<file path="src/rtl/wtc_pkg.sv">
package wtc_pkg;
  localparam int ADDR_W = 32;
  localparam int WORD_W = 32;
  localparam int OFF_W  = 2;
  localparam int TAG_W  = 20;
  localparam int WADDR_W = ADDR_W - OFF_W;

  typedef struct packed {
    logic [WADDR_W-1:0] waddr;
    logic [WORD_W-1:0]  data;
  } sb_entry_t;

  typedef enum logic [1:0] {
    ST_CLEAR = 2'd0,
    ST_RUN   = 2'd1,
    ST_FETCH = 2'd2,
    ST_WAIT  = 2'd3
  } ctl_state_t;
endpackage

</file>
<file path="src/rtl/wtc_sbuf.sv">
module wtc_sbuf
  import wtc_pkg::*;
#(
  parameter int DEPTH = 4,
  parameter int CNT_W = $clog2(DEPTH + 1)
) (
  input  logic             clk,
  input  logic             rst_n,
  input  logic             push,
  input  sb_entry_t        din,
  input  logic             pop,
  output sb_entry_t        head,
  output logic             empty,
  output logic             full,
  output logic [CNT_W-1:0] count
);
  localparam int PTR_W = (DEPTH > 1) ? $clog2(DEPTH) : 1;

  logic [PTR_W-1:0] wr_ptr, rd_ptr;
  sb_entry_t        slot [DEPTH];

  function automatic logic [PTR_W-1:0] bump(input logic [PTR_W-1:0] p);
    return (p == PTR_W'(DEPTH - 1)) ? '0 : p + 1'b1;
  endfunction

  generate
    for (genvar i = 0; i < DEPTH; i++) begin : g_slot
      always_ff @(posedge clk) begin
        if (push && wr_ptr == PTR_W'(i)) slot[i] <= din;
      end
    end
  endgenerate

  always_ff @(posedge clk) begin
    if (!rst_n) begin
      wr_ptr <= '0;
      rd_ptr <= '0;
      count  <= '0;
    end else begin
      if (push) wr_ptr <= bump(wr_ptr);
      if (pop)  rd_ptr <= bump(rd_ptr);
      if (push && !pop)      count <= count + 1'b1;
      else if (pop && !push) count <= count - 1'b1;
    end
  end

  assign head  = slot[rd_ptr];
  assign empty = (count == '0);
  assign full  = (count == CNT_W'(DEPTH));
endmodule

</file>
<file path="src/rtl/wtc_tagcmp.sv">
module wtc_tagcmp
  import wtc_pkg::*;
#(
  parameter int IDX_W = 10
) (
  input  logic [ADDR_W-1:0] addr,
  input  logic [TAG_W-1:0]  rtag,
  input  logic              rvalid,
  output logic [IDX_W-1:0]  idx,
  output logic [TAG_W-1:0]  tag,
  output logic              hit
);
  logic [OFF_W-1:0] unused_off;

  assign unused_off = addr[OFF_W-1:0];
  assign idx = addr[IDX_W+OFF_W-1:OFF_W];
  assign tag = addr[ADDR_W-1:ADDR_W-TAG_W];
  assign hit = rvalid && (rtag == tag);
endmodule

</file>
<file path="src/rtl/wtc_ctrl.sv">
module wtc_ctrl
  import wtc_pkg::*;
#(
  parameter int IDX_W = 10
) (
  input  logic             clk,
  input  logic             rst_n,
  input  logic             cpu_valid,
  input  logic             cpu_we,
  input  logic             hit,
  input  logic             sb_empty,
  input  logic             sb_full,
  input  logic             rd_acc,
  input  logic             rsp_in,
  output ctl_state_t       state,
  output logic [IDX_W-1:0] clr_idx,
  output logic             clr_we,
  output logic             fill_we,
  output logic             sb_push,
  output logic             rd_req,
  output logic             cpu_ready,
  output logic             cpu_rsp
);
  localparam logic [IDX_W-1:0] LAST = '1;

  ctl_state_t nxt;

  always_comb begin
    nxt       = state;
    clr_we    = 1'b0;
    fill_we   = 1'b0;
    sb_push   = 1'b0;
    rd_req    = 1'b0;
    cpu_ready = 1'b0;
    cpu_rsp   = 1'b0;
    case (state)
      ST_CLEAR: begin
        clr_we = 1'b1;
        if (clr_idx == LAST) nxt = ST_RUN;
      end
      ST_RUN: begin
        if (cpu_valid) begin
          if (cpu_we) begin
            cpu_ready = !sb_full;
            sb_push   = !sb_full;
          end else if (hit) begin
            cpu_ready = 1'b1;
            cpu_rsp   = 1'b1;
          end else begin
            nxt = ST_FETCH;
          end
        end
      end
      ST_FETCH: begin
        rd_req = sb_empty;
        if (rd_acc) nxt = ST_WAIT;
      end
      ST_WAIT: begin
        if (rsp_in) begin
          fill_we   = 1'b1;
          cpu_ready = 1'b1;
          cpu_rsp   = 1'b1;
          nxt       = ST_RUN;
        end
      end
      default: nxt = ST_RUN;
    endcase
  end

  always_ff @(posedge clk) begin
    if (!rst_n) begin
      state   <= ST_CLEAR;
      clr_idx <= '0;
    end else begin
      state <= nxt;
      if (state == ST_CLEAR) clr_idx <= clr_idx + 1'b1;
    end
  end
endmodule

</file>
<file path="src/rtl/wt_dcache.sv">
module wt_dcache
  import wtc_pkg::*;
#(
  parameter int IDX_W    = 10,
  parameter int SB_DEPTH = 4
) (
  input  logic              clk,
  input  logic              rst_n,
  input  logic              cpu_req_valid,
  output logic              cpu_req_ready,
  input  logic              cpu_req_we,
  input  logic [31:0]       cpu_req_addr,
  input  logic [31:0]       cpu_req_wdata,
  output logic              cpu_rsp_valid,
  output logic [31:0]       cpu_rsp_rdata,
  output logic [IDX_W-1:0]  ram_idx,
  output logic              ram_we,
  output logic [19:0]       ram_wtag,
  output logic [31:0]       ram_wdata,
  output logic              ram_wvalid,
  input  logic [19:0]       ram_rtag,
  input  logic [31:0]       ram_rdata,
  input  logic              ram_rvalid,
  output logic              mem_req_valid,
  input  logic              mem_req_ready,
  output logic              mem_req_we,
  output logic [31:0]       mem_req_addr,
  output logic [31:0]       mem_req_wdata,
  input  logic              mem_rsp_valid,
  input  logic [31:0]       mem_rsp_data
);
  localparam int CNT_W = $clog2(SB_DEPTH + 1);

  ctl_state_t       state;
  logic [IDX_W-1:0] cpu_idx, clr_idx;
  logic [TAG_W-1:0] cpu_tag;
  logic             hit, clr_we, fill_we, sb_push, rd_req;
  logic             sb_empty, sb_full, sb_pop, rd_acc;
  logic [CNT_W-1:0] sb_cnt;
  sb_entry_t        sb_head, sb_in;

  wtc_tagcmp #(.IDX_W(IDX_W)) u_cmp (
    .addr(cpu_req_addr), .rtag(ram_rtag), .rvalid(ram_rvalid),
    .idx(cpu_idx), .tag(cpu_tag), .hit(hit)
  );

  wtc_ctrl #(.IDX_W(IDX_W)) u_ctrl (
    .clk(clk), .rst_n(rst_n),
    .cpu_valid(cpu_req_valid), .cpu_we(cpu_req_we), .hit(hit),
    .sb_empty(sb_empty), .sb_full(sb_full), .rd_acc(rd_acc), .rsp_in(mem_rsp_valid),
    .state(state), .clr_idx(clr_idx), .clr_we(clr_we), .fill_we(fill_we),
    .sb_push(sb_push), .rd_req(rd_req), .cpu_ready(cpu_req_ready), .cpu_rsp(cpu_rsp_valid)
  );

  assign sb_in.waddr = cpu_req_addr[ADDR_W-1:OFF_W];
  assign sb_in.data  = cpu_req_wdata;

  wtc_sbuf #(.DEPTH(SB_DEPTH), .CNT_W(CNT_W)) u_sbuf (
    .clk(clk), .rst_n(rst_n), .push(sb_push), .din(sb_in), .pop(sb_pop),
    .head(sb_head), .empty(sb_empty), .full(sb_full), .count(sb_cnt)
  );

  // tag/data RAM side
  assign ram_idx    = clr_we ? clr_idx : cpu_idx;
  assign ram_we     = clr_we | fill_we | sb_push;
  assign ram_wvalid = !clr_we;
  assign ram_wtag   = clr_we ? '0 : cpu_tag;
  assign ram_wdata  = clr_we ? '0 : (fill_we ? mem_rsp_data : cpu_req_wdata);

  // memory side: buffered writes first, the miss read only once they are gone
  assign mem_req_we    = !sb_empty;
  assign mem_req_valid = !sb_empty || rd_req;
  assign mem_req_addr  = sb_empty ? {cpu_req_addr[ADDR_W-1:OFF_W], 2'b00}
                                  : {sb_head.waddr, 2'b00};
  assign mem_req_wdata = sb_head.data;
  assign sb_pop        = !sb_empty && mem_req_ready;
  assign rd_acc        = rd_req && mem_req_ready;

  assign cpu_rsp_rdata = (state == ST_WAIT) ? mem_rsp_data : ram_rdata;
endmodule

</file>
<file path="config.mk">
export PLATFORM = sky130hd
export DESIGN_NAME = wt_dcache
export DESIGN_NICKNAME = d
export VERILOG_FILES = /design/src/rtl/wtc_pkg.sv /design/src/rtl/wtc_sbuf.sv /design/src/rtl/wtc_tagcmp.sv /design/src/rtl/wtc_ctrl.sv /design/src/rtl/wt_dcache.sv
export SDC_FILE = /design/constraint.sdc
export NUM_CORES = 1
export LEC_CHECK = 0
export ABC_AREA = 1
export BUFFER_PORTS_ARGS = -buffer_cell sky130_fd_sc_hd__buf_2
export CAP_MARGIN = 20
export CORE_AREA = 2 2 156 158
export CTS_CLUSTER_DIAMETER = 120
export DETAILED_ROUTE_END_ITERATION = 10
export DIE_AREA = 0 0 158 160
export GPL_TIMING_DRIVEN = 0
export PLACE_DENSITY = 0.9
export SYNTH_ARGS = -nofsm -noshare
export SYNTH_HDL_FRONTEND = slang
export SYNTH_SLANG_ARGS = --single-unit
</file>
<file path="constraint.sdc">
create_clock -name clk -period 6.8 [get_ports clk]
set_input_delay 0.68 -clock clk [delete_from_list [all_inputs] [get_ports clk]]
set_output_delay 0.68 -clock clk [all_outputs]
set_load 0.01 [all_outputs]
</file>
==> reports/metrics.csv <==
metric,value,unit
leakage component of the power,6.34,nW
vias,10700,
worst setup slack for register-to-register paths,4.41,ns
global-route wire length before repair,55700,um
Power Density,391,nW/um2
final setup violating endpoints,0,
Hold Crit Endpoint,u_sbuf.slot[2][39],
Netlist cell types,35,
number of design rule violations left after detail routing,0,
transition time of the tightest slew-check pin,0.708,ns
number of antenna violations at the first check in global routing,1,
relative contribution of sequential cells to total power,32.0,%
length in cells of the worst reg-to-reg path,12,
detailed-route vias per instance,5.65,
clock latency reported for the late side of the worst-skew pair,0.53,ns
worst-path fanout max,10,
final routed wirelength across all metal layers,36400,um
ys async rst share,0,%
"most common cell after layout, fill and taps aside",buf_2,
Hold Path Stages,1,
crit start category,register,
switching component of the power,2.33,mW
proportion of power drawn by the clock network,26.2,%
highest clock rate,302,MHz
post-CTS setup buffer count,0,
synth warn,0,
status,"finished, final reports clean",
kind of critical path,register to output port,
capture instance of the worst register-to-register path,u_sbuf.count[2],
"Top FF cell, synth",edfxtp_1,
worst path required time,6.12,ns
final sum of negative setup slack,0,ns
total die area,25300,um2
unrepaired setup endpoints after global routing,no,
die height,160,um
max-cap violations,0,
CP endpoint kind,output port,
"commonest non-fill, non-tap cells in the layout","buf_2, edfxtp_1, nand2_1",
clock sink count,269,
number of buffers created by CTS,28,
Final ANT Viol Nets,0,
"Max stage delay cell, worst path",nand2_1,
vias in the first global route,10500,
shortest period the worst path allows,3.32,ns
sequential cell area fraction in the yosys report,65.0,%
cell with the most instances on the worst path,buf_2,
placeable core area,23800,um2
number of nets at the end of the flow,1716,
largest net degree at the start of global routing,30,
clock tree from TritonCTS,built,
Max clock buf depth,3,
Hold Path Origin,cpu_req_addr[9],
# hold bufs at CTS,0,
count of flip-flops with a built-in enable after synthesis,248,
Critical path buffers and inverters,3,
"FF+latch count, synth",269,
DR pass1 iterations,6,
post-synthesis instance area,12100,um2
root cell of the clock tree,clkbuf_16,
effective utilization at floorplan,50.8,%
Die Span X,158,um
logic depth of the worst setup path including buffers,7,
final-layout worst hold slack,0.378,ns
standard-cell row count,57,
Hold/Removal Path Class,primary input to register,
Max Slew Vio Count,0,
share of the clock period used by the worst path after layout,48.8,%
grt total ovfl,0,
fraction of power spent switching nets,39.0,%
total global routing track utilization,28.4,%
internal power,3.64,mW
average footprint of a synthesized cell,10.1,um2
number of buffer cells added on primary ports,313,
number of violations reported at the end of detailed-routing iteration 0,1254,
weighted congestion at the end of routability-driven global placement,0.923,
half-perimeter wire length of the detailed placement result,25400,um
stage delay of the slowest cell on the critical path,0.43,ns
post-CTS clock slew at the launch and capture registers of the worst setup and hold paths,0.07,ns
Boundary Pins,319,
signed area change from the synthesized netlist to the final layout,26.0,%
reg-to-reg critical path startpoint,u_ctrl.state[1],
synthesized netlist cell count,1196,
quantity of gates resized following cts,0,
Top Family by Delay on Critical Path,buffers and inverters,
deepest level of the CTS H-tree,1,
relative slew slack,52.7,%
Worst Path Arrival,2.64,ns
worst clock skew on the final layout,0.0168,ns
Routed WL per cell,19.2,um
Worst VDD drop,0.000324,V
share of layout cells above drive strength 1,27.6,%
final number of hold-violating endpoints,0,
combinational cell fraction of total power,41.8,%
"Cell Chain, Critical Path","ha_1, buf_2, nand2_1, buf_2, nand2_1, a21oi_1, buf_2",
worst max path at each step:
stage	slack (ns)	to	startpoint
floorplan	2.76	u_sbuf.slot[0][0]	cpu_req_we
global placement	0.68	u_sbuf.slot[1][54]	cpu_req_we
detailed placement	3.96	cpu_req_ready	cpu_req_addr[23]
CTS	3.52	ram_wdata[13]	u_ctrl.state[0]
global route	3.35	ram_wdata[13]	u_ctrl.state[0]
finish	3.48	ram_wdata[13]	u_ctrl.state[0]
state kept, by name (all words and copies together) (netlist names), named ones only:
name	flops
u_sbuf.count	3
u_ctrl.state	2
u_ctrl.clr_idx	10
u_sbuf.wr_ptr	2
u_sbuf.rd_ptr	2
u_sbuf.slot	248
synth_stat cells, types with 4 or more instances:
| library cell | count | share of area, % |
|---|---|---|
| dfxtp_1 | 21 | 3.5 |
| nor2_1 | 173 | 5.4 |
| ha_1 | 12 | 1.2 |
| o21ai_0 | 158 | 6.5 |
| nor2_2 | 4 | 0.21 |
| inv_1 | 64 | 2.0 |
| buf_2 | 29 | 1.2 |
| nand2_1 | 236 | 7.3 |
| inv_2 | 10 | 0.31 |
| a21oi_1 | 43 | 1.8 |
| edfxtp_1 | 248 | 62 |
| o22ai_1 | 62 | 3.2 |
| buf_1 | 11 | 0.34 |
| buf_4 | 5 | 0.31 |
| nand3_1 | 40 | 1.7 |
| clkbuf_1 | 29 | 0.90 |
| o21ai_1 | 21 | 0.87 |
final cells by class:
type                            instances  area (um2)
Tap cell                              324         405
Clock buffer                           40         892
Sequential cell                       269        7870
Multi-Input combinational cell        777        3650
Clock inverter                         10        86.3
Timing Repair Buffer                  321        1730
Inverter                               75         282
Fill cell                            1867        8570
Antenna cell                            1        2.50
Buffer                                 76         343
metal layers:
metal | vias up | wire length, um | track usage (%)
li1 | 4857 | - | -
met1 | 5044 | 14000 | 38.0
met2 | 713 | 17700 | 47.3
met3 | 74 | 3600 | 4.53
met4 | 0 | 1070 | 10.1
met5 | - | 0 | 0
worst register-to-register path: stages (launching register included):
cell and delay, ns:
dfxtp_1 0.34, inv_1 0.12, ha_1 0.22, nand4_1 0.13, buf_2 0.24, inv_1 0.10
ha_1 0.14, inv_1 0.07, fa_1 0.39, a21oi_1 0.16, o21ai_0 0.12, o21ai_0 0.17
a21oi_1 0.06
stage by stage:
stage | instances | area (um2) | util [%] | worst slack, ns | total power, mW
6_report | 1893 | 15300 | 64.0 | 3.48 | 5.96
5_1_grt | 1893 | 15300 | 64.0 | 3.35 | 6.27
4_1_cts | 1892 | 15200 | 64.0 | 3.52 | 5.95
3_5_place_dp | 1842 | 14300 | 59.9 | 3.96 | 4.39
3_3_place_gp | 1834 | 14100 | 59.1 | 0.683 | 4.33
2_1_floorplan | 1197 | 12100 | - | 2.76 | 3.32
cells by family (layout without fill, tap and decap cells):
kind of cell | after synthesis | after routing | share of synthesized area [%]
AO/OA/AOI/OAI | 289 | 289 | 12.7
XOR/XNOR | 3 | 3 | 0.217
other | 1 | 3 | 0.0310
buffers and inverters | 151 | 522 | 5.16
AND/OR/NAND/NOR | 470 | 470 | 15.5
adder cells (fa/ha/maj) | 13 | 13 | 1.41
flip-flops | 269 | 269 | 65.0
power by group through the flow:
| stage | clock, mW | sequential, mW | combinational, mW |
|---|---|---|---|
| 2_1_floorplan | 0 | 1.94 | 1.38 |
| 5_1_grt | 1.64 | 1.91 | 2.71 |
| 6_report | 1.57 | 1.91 | 2.49 |
| 3_5_place_dp | 0 | 1.94 | 2.45 |
| 4_1_cts | 1.58 | 1.91 | 2.47 |
| 3_3_place_gp | 0 | 1.94 | 2.38 |
Note: power is estimated with default switching activity, not from simulation.
